$ cat src/rtl/s2m_pkg.sv
package s2m_pkg;
  typedef enum logic [1:0] {
    ST_IDLE  = 2'd0,
    ST_RECV  = 2'd1,
    ST_WRITE = 2'd2
  } s2m_state_e;
endpackage

$ cat src/rtl/s2m_elem_conv.sv
// Fixed-point rescale of one stream element into a memory word.
module s2m_elem_conv #(
  parameter int ELEM_W    = 18,
  parameter int ELEM_FRAC = 10,
  parameter int MEM_W     = 16,
  parameter int MEM_FRAC  = 8
) (
  input  logic [ELEM_W-1:0] elem_in,
  output logic [MEM_W-1:0]  word_out
);
  localparam int SHL   = (MEM_FRAC >= ELEM_FRAC) ? (MEM_FRAC - ELEM_FRAC) : 0;
  localparam int SHR   = (MEM_FRAC <  ELEM_FRAC) ? (ELEM_FRAC - MEM_FRAC) : 0;
  localparam int WIDE  = ELEM_W + MEM_W + SHL + 1;

  logic signed [WIDE-1:0] ext;
  logic signed [WIDE-1:0] scaled;

  always_comb begin
    ext = {{(WIDE-ELEM_W){elem_in[ELEM_W-1]}}, elem_in};
  end

  generate
    if (MEM_FRAC >= ELEM_FRAC) begin : g_up
      always_comb scaled = ext <<< SHL;
    end else begin : g_down
      always_comb scaled = ext >>> SHR;
    end
  endgenerate

  assign word_out = scaled[MEM_W-1:0];
endmodule

$ cat src/rtl/s2m_beat_buf.sv
// Single-beat holding register with element selection.
module s2m_beat_buf #(
  parameter int ELEM_W = 18,
  parameter int N_ELEM = 4,
  localparam int SEL_W = (N_ELEM > 1) ? $clog2(N_ELEM) : 1
) (
  input  logic                     clk,
  input  logic                     rst_n,
  input  logic                     load,
  input  logic [N_ELEM*ELEM_W-1:0] din,
  input  logic [SEL_W-1:0]         sel,
  output logic [ELEM_W-1:0]        elem
);
  logic [ELEM_W-1:0] lane_q [N_ELEM];

  for (genvar g = 0; g < N_ELEM; g++) begin : g_lane
    always_ff @(posedge clk or negedge rst_n) begin
      if (!rst_n) begin
        lane_q[g] <= '0;
      end else if (load) begin
        lane_q[g] <= din[g*ELEM_W +: ELEM_W];
      end
    end
  end

  always_comb begin
    elem = lane_q[0];
    for (int k = 0; k < N_ELEM; k++) begin
      if (sel == SEL_W'(k)) elem = lane_q[k];
    end
  end
endmodule

$ cat src/rtl/s2m_ctrl.sv
// Sequencer: beat intake, per-element write issue, address and count tracking.
module s2m_ctrl
  import s2m_pkg::*;
#(
  parameter int ADDR_W = 16,
  parameter int CNT_W  = 12,
  parameter int N_ELEM = 4,
  localparam int SEL_W = (N_ELEM > 1) ? $clog2(N_ELEM) : 1
) (
  input  logic              clk,
  input  logic              rst_n,
  input  logic              cfg_start,
  input  logic [ADDR_W-1:0] cfg_base,
  input  logic [CNT_W-1:0]  cfg_beats,
  input  logic              s_valid,
  output logic              s_ready,
  output logic              buf_load,
  input  logic              m_waitreq,
  output logic              m_write,
  output logic [ADDR_W-1:0] m_addr,
  output logic [SEL_W-1:0]  elem_sel,
  output logic              done,
  output logic              busy
);
  localparam logic [SEL_W-1:0] LAST_SEL = SEL_W'(N_ELEM - 1);

  s2m_state_e        state_q, state_d;
  logic [ADDR_W-1:0] addr_q, addr_d;
  logic [CNT_W-1:0]  left_q, left_d;
  logic [SEL_W-1:0]  sel_q, sel_d;
  logic              done_q, done_d;
  logic              take_start, take_beat, take_write;

  always_comb begin
    take_start = (state_q == ST_IDLE) && cfg_start;
    take_beat  = (state_q == ST_RECV) && s_valid;
    take_write = (state_q == ST_WRITE) && !m_waitreq;

    state_d = state_q;
    addr_d  = addr_q;
    left_d  = left_q;
    sel_d   = sel_q;
    done_d  = done_q;

    unique case (state_q)
      ST_IDLE: begin
        if (take_start) begin
          addr_d = cfg_base;
          left_d = cfg_beats;
          sel_d  = '0;
          if (cfg_beats == '0) begin
            done_d = 1'b1;
          end else begin
            done_d  = 1'b0;
            state_d = ST_RECV;
          end
        end
      end
      ST_RECV: begin
        if (take_beat) begin
          sel_d   = '0;
          state_d = ST_WRITE;
        end
      end
      ST_WRITE: begin
        if (take_write) begin
          addr_d = addr_q + ADDR_W'(1);
          if (sel_q == LAST_SEL) begin
            sel_d  = '0;
            left_d = left_q - CNT_W'(1);
            if (left_q == CNT_W'(1)) begin
              state_d = ST_IDLE;
              done_d  = 1'b1;
            end else begin
              state_d = ST_RECV;
            end
          end else begin
            sel_d = sel_q + SEL_W'(1);
          end
        end
      end
      default: state_d = ST_IDLE;
    endcase
  end

  always_ff @(posedge clk or negedge rst_n) begin
    if (!rst_n) begin
      state_q <= ST_IDLE;
      addr_q  <= '0;
      left_q  <= '0;
      sel_q   <= '0;
      done_q  <= 1'b0;
    end else begin
      state_q <= state_d;
      addr_q  <= addr_d;
      left_q  <= left_d;
      sel_q   <= sel_d;
      done_q  <= done_d;
    end
  end

  assign s_ready  = (state_q == ST_RECV);
  assign buf_load = take_beat;
  assign m_write  = (state_q == ST_WRITE);
  assign m_addr   = addr_q;
  assign elem_sel = sel_q;
  assign done     = done_q;
  assign busy     = (state_q != ST_IDLE);
endmodule

$ cat src/rtl/s2m_unpack_dma.sv
module s2m_unpack_dma #(
  parameter int ELEM_W    = 18,
  parameter int ELEM_FRAC = 10,
  parameter int MEM_W     = 16,
  parameter int MEM_FRAC  = 8,
  parameter int N_ELEM    = 4,
  parameter int ADDR_W    = 16,
  parameter int CNT_W     = 12
) (
  input  logic                     clk,
  input  logic                     rst_n,
  input  logic                     cfg_start,
  input  logic [ADDR_W-1:0]        cfg_base,
  input  logic [CNT_W-1:0]         cfg_beats,
  input  logic                     s_valid,
  output logic                     s_ready,
  input  logic [N_ELEM*ELEM_W-1:0] s_data,
  input  logic                     s_sop,
  input  logic                     s_eop,
  output logic                     m_write,
  output logic [ADDR_W-1:0]        m_addr,
  output logic [MEM_W-1:0]         m_wdata,
  input  logic                     m_waitreq,
  output logic                     done
);
  localparam int SEL_W = (N_ELEM > 1) ? $clog2(N_ELEM) : 1;

  logic              buf_load;
  logic              busy;
  logic [SEL_W-1:0]  elem_sel;
  logic [ELEM_W-1:0] cur_elem;
  logic              marker_unused;

  assign marker_unused = s_sop ^ s_eop;

  s2m_ctrl #(
    .ADDR_W (ADDR_W),
    .CNT_W  (CNT_W),
    .N_ELEM (N_ELEM)
  ) u_ctrl (
    .clk       (clk),
    .rst_n     (rst_n),
    .cfg_start (cfg_start),
    .cfg_base  (cfg_base),
    .cfg_beats (cfg_beats),
    .s_valid   (s_valid),
    .s_ready   (s_ready),
    .buf_load  (buf_load),
    .m_waitreq (m_waitreq),
    .m_write   (m_write),
    .m_addr    (m_addr),
    .elem_sel  (elem_sel),
    .done      (done),
    .busy      (busy)
  );

  s2m_beat_buf #(
    .ELEM_W (ELEM_W),
    .N_ELEM (N_ELEM)
  ) u_buf (
    .clk   (clk),
    .rst_n (rst_n),
    .load  (buf_load),
    .din   (s_data),
    .sel   (elem_sel),
    .elem  (cur_elem)
  );

  s2m_elem_conv #(
    .ELEM_W    (ELEM_W),
    .ELEM_FRAC (ELEM_FRAC),
    .MEM_W     (MEM_W),
    .MEM_FRAC  (MEM_FRAC)
  ) u_conv (
    .elem_in  (cur_elem),
    .word_out (m_wdata)
  );
endmodule

$ cat config.mk
export PLATFORM = sky130hd
export DESIGN_NAME = s2m_unpack_dma
export DESIGN_NICKNAME = d
export VERILOG_FILES = /design/src/rtl/s2m_pkg.sv /design/src/rtl/s2m_elem_conv.sv /design/src/rtl/s2m_beat_buf.sv /design/src/rtl/s2m_ctrl.sv /design/src/rtl/s2m_unpack_dma.sv
export SDC_FILE = /design/constraint.sdc
export NUM_CORES = 1
export LEC_CHECK = 0
export ABC_AREA = 1
export BUFFER_PORTS_ARGS = -buffer_cell sky130_fd_sc_hd__buf_4
export CAP_MARGIN = 20
export CORE_ASPECT_RATIO = 1.4
export CORE_UTILIZATION = 57
export CTS_CLUSTER_DIAMETER = 100
export DETAILED_ROUTE_END_ITERATION = 6
export PLACE_DENSITY_LB_ADDON = 0.2
export SLEW_MARGIN = 20
export SYNTH_ARGS = -nofsm -noshare
export SYNTH_HDL_FRONTEND = slang
export SYNTH_SLANG_ARGS = --single-unit
$ cat constraint.sdc
create_clock -name clk -period 2.9 [get_ports clk]
set_input_delay 0.58 -clock clk [delete_from_list [all_inputs] [get_ports clk]]
set_output_delay 0.58 -clock clk [all_outputs]
set_load 0.01 [all_outputs]
==> qor.csv, run 1 <==
stage,metric,value,unit
setup_path,Crit. End Element,primary output,
finish,area grow syn2layout,24.8,%
grt,vias in the first global route,4561,
setup_path,critical path class,reg -> out,
cts,# hold bufs at CTS,0,
sta,Max Clk Rate,379,MHz
cts,Clock Latency Late Sink,0.34,ns
die,starting density of the core,0.592,
outcome,status,"complete, but fails checks",
sta,pins over their slew limit,0,
die,FP Rows,41,
grt,largest net degree at the start of global routing,50,
sta,worst-margin pin slew,0.648,ns
synth,"count leader, synth",nand2_1,
grt,initial antenna violation count,0,
cts,CTS tree,yes,
cts,CTS Buf Count,9,
routing,DR DRC count,20,
synth,Avg Inst Size Synth,9.06,um^2
sta,Rel. slew slack,0.568,
placed_design,number of port buffers,131,
synth,Synth top cells by count,"136 x nand2_1, 97 x dfrtp_1, 77 x nor2_1",
synth,syn_nets,706,
cts,H-Tree Depth,3,
routing,Vias/cell,5.63,
sta,Fin Clk Skew,0.00397,ns
power_and_ir_drop,PD cells,1130,nW/um^2
setup_path,Worst EP required,2.32,ns
cts,Longest Clk Path Bufs,2,
finish,Antenna Cells,0,
die,die area,9820,um^2
routing,DR pass1 iterations,7,
synth,"top cells by area, synth","dfrtp_1 45%, mux2_4 14%, nand2_1 9.5%",
setup_path,Crit Path Max Fanout,16,
power_and_ir_drop,total chip power,0.00757,W
routing,Routed wire per std cell,15.9,um
sta,Setup Viol. Count Final,0,
power_and_ir_drop,leakage power,3.46,nW
cts,root buf cell,clkbuf_16,
die,die height,117,um
setup_path,startpoint types,flop,
sta,period utilization,0.909,
die,I/O pins,142,
cts,CTS Sinks,97,
placed_design,HPWL after detailed placement,9.31,mm
placed_design,Placer Congestion,0.855,
synth,number of synthesized flops with an enable pin,0,
finish,post-route core utilization,0.738,
cts,post-cts repair resize count,0,
synth,Async SR Flop Fraction,1.00,
outcome,failing checks,DRC,
sta,unrepaired setup endpoints after global routing,false,
routing,Iter 0 DRT Violations,236,
synth,Synth Instances,593,
die,core area,9080,um^2
cts,"Reg clk slew, reported paths",0.07,ns
sta,final hold violation count,0,
setup_path,CP arrival,2.06,ns
synth,post-synth cell types,35,
die,Die W,84.1,um
synth,mapped cell area,5370,um^2
synth,"Primary FF master, synth",dfrtp_1,
sta,Final min period,2.64,ns
grt,GRT Residual Overflow,0,
synth,YS warnings,0,
finish,layout cells sized above 1,0.317,
synth,post-synth top area share,0.452,
cts,post-CTS setup buffers,0,
routing,Vias,4669,
synth,post-synth top area cell,dfrtp_1,
sta,Setup TNS Final,0,ns
placed_design,DP Area,6420,um^2
grt,first-pass GRT wire length,21.5,mm
routing,WL final,13.2,mm
synth,Yosys reg bits,97,
synth,"Seq/Total Area, Yosys",0.452,
power_and_ir_drop,VDD IR max,0.000576,V
routing,number of antenna-violating nets in the routed design,0,
finish,final-stage net count,831,
grt,Tot GR Track Use,0.277,
min_path,HP Class,in -> async,
job,# Max-Cap Violations,0,
finish,design area,6700,um^2
## where the power goes
group | switching [W] | total [W] | leakage, nW | internal (W)
registers | 0.000579 | 0.00263 | 1.15 | 0.00205
clock network | 0.000505 | 0.00116 | 0.137 | 0.000659
logic | 0.00188 | 0.00378 | 2.17 | 0.00190
## path summary, 6_finish.rpt
| check | slack [ns] | to | startpoint | depth (start not counted) |
|---|---|---|---|---|
| hold reg to reg | 0.51 | u_buf.lane_q[45] | u_buf.lane_q[45] | 1 |
| max in group asynchronous | 1.96 | u_buf.lane_q[17] | rst_n | 2 |
| hold / removal | 0.25 | u_buf.lane_q[12] | rst_n | 1 |
| setup reg to reg | 0.73 | u_buf.lane_q[49] | u_ctrl.state_q[1] | 6 |
| setup / recovery | 0.26 | m_wdata[1] | u_ctrl.elem_sel[1] | 7 |
| min in group clk | 0.46 | u_buf.lane_q[66] | s_data[12] | 2 |
## per-stage QoR
step / setup WS [ns] / hold WS, ns / cells
floorplan: 0.847 / 0.284 / 593
global placement: 0.713 / 0.486 / 814
detailed placement: 0.627 / 0.485 / 814
CTS: 0.262 / 0.274 / 829
global route: 0.109 / 0.308 / 829
finish: 0.263 / 0.253 / 829
## kinds of logic (layout without fill, tap and decap cells)
group | after synthesis | count (layout) | synth area share
fa+ha+maj | 6 | 6 | 0.0140
flops | 97 | 97 | 0.452
xor+xnor | 3 | 3 | 0.00489
mux | 64 | 64 | 0.168
simple gates | 261 | 261 | 0.198
buf+inv | 63 | 192 | 0.0580
compound gates | 99 | 99 | 0.105
## registers in the layout, summed over array words and instances, names as in the netlist
name	count
u_buf.lane_q	64
u_ctrl.m_addr	16
u_ctrl.left_q	12
u_ctrl.elem_sel	2
u_ctrl.state_q	2
u_ctrl.done	1
## routing by layer
metal | up-vias | wire, um | GRT usage | share of wire
met5 | - | 0 | 0 | 0
met4 | 0 | 270 | 0.124 | 0.020
met3 | 20 | 660 | 0.0323 | 0.050
met2 | 144 | 6930 | 0.504 | 0.52
met1 | 2301 | 5360 | 0.332 | 0.41
li1 | 2204 | - | - | -
## critical path, stage by stage (launching register included)
cell,delay (ns)
dfrtp_1,0.39
inv_1,0.07
ha_1,0.20
inv_1,0.44
nand2_1,0.12
a21o_1,0.22
a21oi_1,0.14
buf_4,0.14
## cell type report
cell class,count,area (um^2)
inverters,37,139
well taps,107,134
clock inverters,6,60.1
multi-input cells,433,2640
clock buffers,9,225
repair buffers,140,1080
fillers,692,2380
flip-flops and latches,97,2430
## placed cells by master (no fill, tap or decap), drive strengths merged, types with 16 or more instances in the layout
master    n
nand2   138
buf     140
o21ai    28
mux2     64
a21oi    45
dfrtp    97
inv      37
nor2     78
a21o     16
nand3    34
Note: power is estimated with default switching activity, not from simulation.
==> inputs of run 2 (changes only) <==
- CORE_UTILIZATION: 57 -> 58
- RECOVER_POWER: not set -> 25
- SYNTH_HIERARCHICAL: not set -> 1
==> run 2 against run 1 <==
Compared with the run above: the flow finishes with violations (DRC, capacitance limit, slew limit); cell count up 13%; register-to-register slack better by 0.39 ns; hold slack better by 0.19 ns; combinational power down 1%; synthesized area up 1.7%; global-route usage up 0.42 points; clock-buffer cell count up 2; design area down 0.99%; critical path type unchanged; critical endpoint is now m_wdata[7].
==> qor.csv, run 2 <==
stage,metric,value,unit,change
routing,WL final,13.3,mm,was 13.2 mm
cts,CTS Sinks,97,,unchanged
setup_path,Crit. End Element,primary output,,unchanged
finish,"commonest non-fill, non-tap cell in the layout",nand2_1,,was buf_4
die,die height,117,um,about the same
routing,number of antenna-violating nets in the routed design,0,,unchanged
cts,root buf cell,clkbuf_16,,unchanged
cts,CTS Buf Count,9,,unchanged
die,FP Rows,41,,unchanged
routing,Vias,5057,,was 4669
sta,unrepaired setup endpoints after global routing,false,,unchanged
min_path,HP Class,in -> reg,,was in -> async
routing,DR DRC count,16,,was 20
power_and_ir_drop,PD cells,1120,nW/um^2,was 1130 nW/um^2
placed_design,HPWL after detailed placement,9.47,mm,was 9.31 mm
setup_path,Critical R2R Capture,u_ctrl/left_q[7],,was u_buf.lane_q[49]
synth,Synth Instances,722,,was 593
finish,area grow syn2layout,21.5,%,was 24.8%
outcome,status,"complete, but fails checks",,unchanged
synth,YS warnings,6,,was 0
sta,Setup TNS Final,0,ns,unchanged
synth,Avg Inst Size Synth,7.57,um^2,was 9.06 um^2
cts,Clock Latency Late Sink,0.34,ns,about the same
routing,Iter 0 DRT Violations,345,,was 236
setup_path,worst reg-to-reg setup slack,1.12,ns,was 0.73 ns
sta,pins over their slew limit,36,,was 0
finish,design area,6640,um^2,was 6700 um^2
die,I/O pins,142,,unchanged
sta,Rel. slew slack,-0.327,,was 0.568
cts,Longest Clk Path Bufs,2,,unchanged
finish,Largest Register,u_buf/lane_q,,was u_buf.lane_q
job,# Max-Cap Violations,1,,was 0
grt,initial antenna violation count,0,,unchanged
setup_path,Worst EP required,2.32,ns,about the same
setup_path,startpoint types,flop,,unchanged
synth,mapped cell area,5460,um^2,was 5370 um^2
sta,worst hold slack,0.446,ns,was 0.253 ns
die,starting density of the core,0.602,,was 0.592
synth,syn_nets,833,,was 706
sta,Max Clk Rate,382,MHz,was 379 MHz
setup_path,Crit Path Max Fanout,17,,was 16
die,Die W,84.0,um,was 84.1 um
setup_path,number of cells on the worst reg-to-reg path,6,,unchanged
min_path,Worst Hold End,u_buf/lane_q[22],,
power_and_ir_drop,leakage power,3.35,nW,was 3.46 nW
finish,FILL cells,725,,was 692
setup_path,CP arrival,2.04,ns,was 2.06 ns
routing,Vias/cell,5.41,,was 5.63
power_and_ir_drop,VDD IR max,0.000585,V,was 0.000576 V
sta,worst-margin pin slew,1.99,ns,was 0.648 ns
cts,"Reg clk slew, reported paths",0.07,ns,about the same
setup_path,critical path class,reg -> out,,unchanged
routing,DR pass1 iterations,7,,unchanged
grt,vias in the first global route,4898,,was 4561
sta,final hold violation count,0,,unchanged
grt,first-pass GRT wire length,21.9,mm,was 21.5 mm
finish,layout cells sized above 1,0.231,,was 0.317
min_path,worst hold stages,3,,
routing,Routed wire per std cell,14.3,um,was 15.9 um
outcome,failing checks,"DRC, capacitance limit, slew limit",,was DRC
cts,post-CTS setup buffers,0,,unchanged
grt,Tot GR Track Use,0.281,,was 0.277
die,die area,9820,um^2,about the same
finish,Antenna Cells,0,,unchanged
grt,GRT Residual Overflow,0,,unchanged
placed_design,DP Area,6330,um^2,was 6420 um^2
setup_path,launching point of the worst reg2reg path,u_ctrl/elem_sel[0],,was u_ctrl.state_q[1]
placed_design,number of port buffers,131,,unchanged
min_path,Hold Startpoint,s_data[40],,
sta,Fin Clk Skew,0.00517,ns,was 0.00397 ns
cts,H-Tree Depth,3,,unchanged
die,core area,9080,um^2,unchanged
sta,Final min period,2.62,ns,was 2.64 ns
cts,# hold bufs at CTS,0,,unchanged
cts,post-cts repair resize count,0,,unchanged
finish,"commonest non-fill, non-tap cells in the layout","203 x nand2_1, 134 x buf_4, 97 x dfrtp_1",,"was 138 x buf_4, 135 x nand2_1, 97 x dfrtp_1"
sta,period utilization,0.902,,was 0.909
cts,CTS tree,yes,,unchanged
placed_design,Placer Congestion,0.880,,was 0.855
finish,final-stage net count,933,,was 831
sta,Setup Viol. Count Final,0,,unchanged
finish,max reg flops,64,,unchanged
grt,largest net degree at the start of global routing,106,,was 50
## run 2: worst max path at each step
stage / cells after the start / endpoint / slack (ns) / from
after detailed placement: 6 / m_wdata[7] / 0.72 / u_ctrl/elem_sel[0]
final: 6 / m_wdata[7] / 0.28 / u_ctrl/elem_sel[0]
after global routing: 6 / m_wdata[5] / 0.18 / u_ctrl/elem_sel[0]
after CTS: 6 / m_wdata[7] / 0.28 / u_ctrl/elem_sel[0]
after floorplan: 8 / m_wdata[10] / 1.23 / u_ctrl/elem_sel[0]
after global placement: 6 / m_wdata[1] / 0.78 / u_ctrl/elem_sel[0]
## run 2: metrics by stage
step | utilization | setup slack, ns | power, W | std cells
after global placement | 0.698 | 0.779 | 0.00603 | 918
after floorplan | - | 1.23 | 0.00527 | 722
after CTS | 0.731 | 0.284 | 0.00745 | 934
after global routing | 0.731 | 0.179 | 0.00805 | 934
final | 0.731 | 0.285 | 0.00745 | 934
after detailed placement | 0.698 | 0.722 | 0.00620 | 918
## run 2: per-layer routing
| metal | wire length [um] | track usage |
|---|---|---|
| met1 | 5370 | 0.336 |
| met2 | 6960 | 0.510 |
| met3 | 747 | 0.0477 |
| met4 | 270 | 0.108 |
| met5 | 0 | 0 |
## run 2: critical path, stage by stage, from the launching register on
cell and delay [ns]:
dfrtp_1 0.69, nand2_4 0.25, inv_2 0.27, nand2_1 0.11
nand3_1 0.14, nand2_1 0.09, buf_4 0.15
## run 2: layout make-up
class | count | area, um^2 | area share
clock inverter | 5 | 53.8 | 0.00811
sequential | 97 | 2430 | 0.366
tap | 107 | 134 | 0.0202
multi-input combinational | 493 | 2400 | 0.362
clock buffer | 11 | 253 | 0.0381
inverter | 84 | 315 | 0.0475
timing repair buffer | 137 | 1050 | 0.158
## run 2: power by group
group	internal (W)	switching (W)	total, W	leakage, nW
combinational	0.00153	0.00221	0.00374	2.02
sequential	0.00204	0.000470	0.00251	1.17
clock	0.000712	0.000494	0.00121	0.155
total	0.00428	0.00317	0.00745	3.35
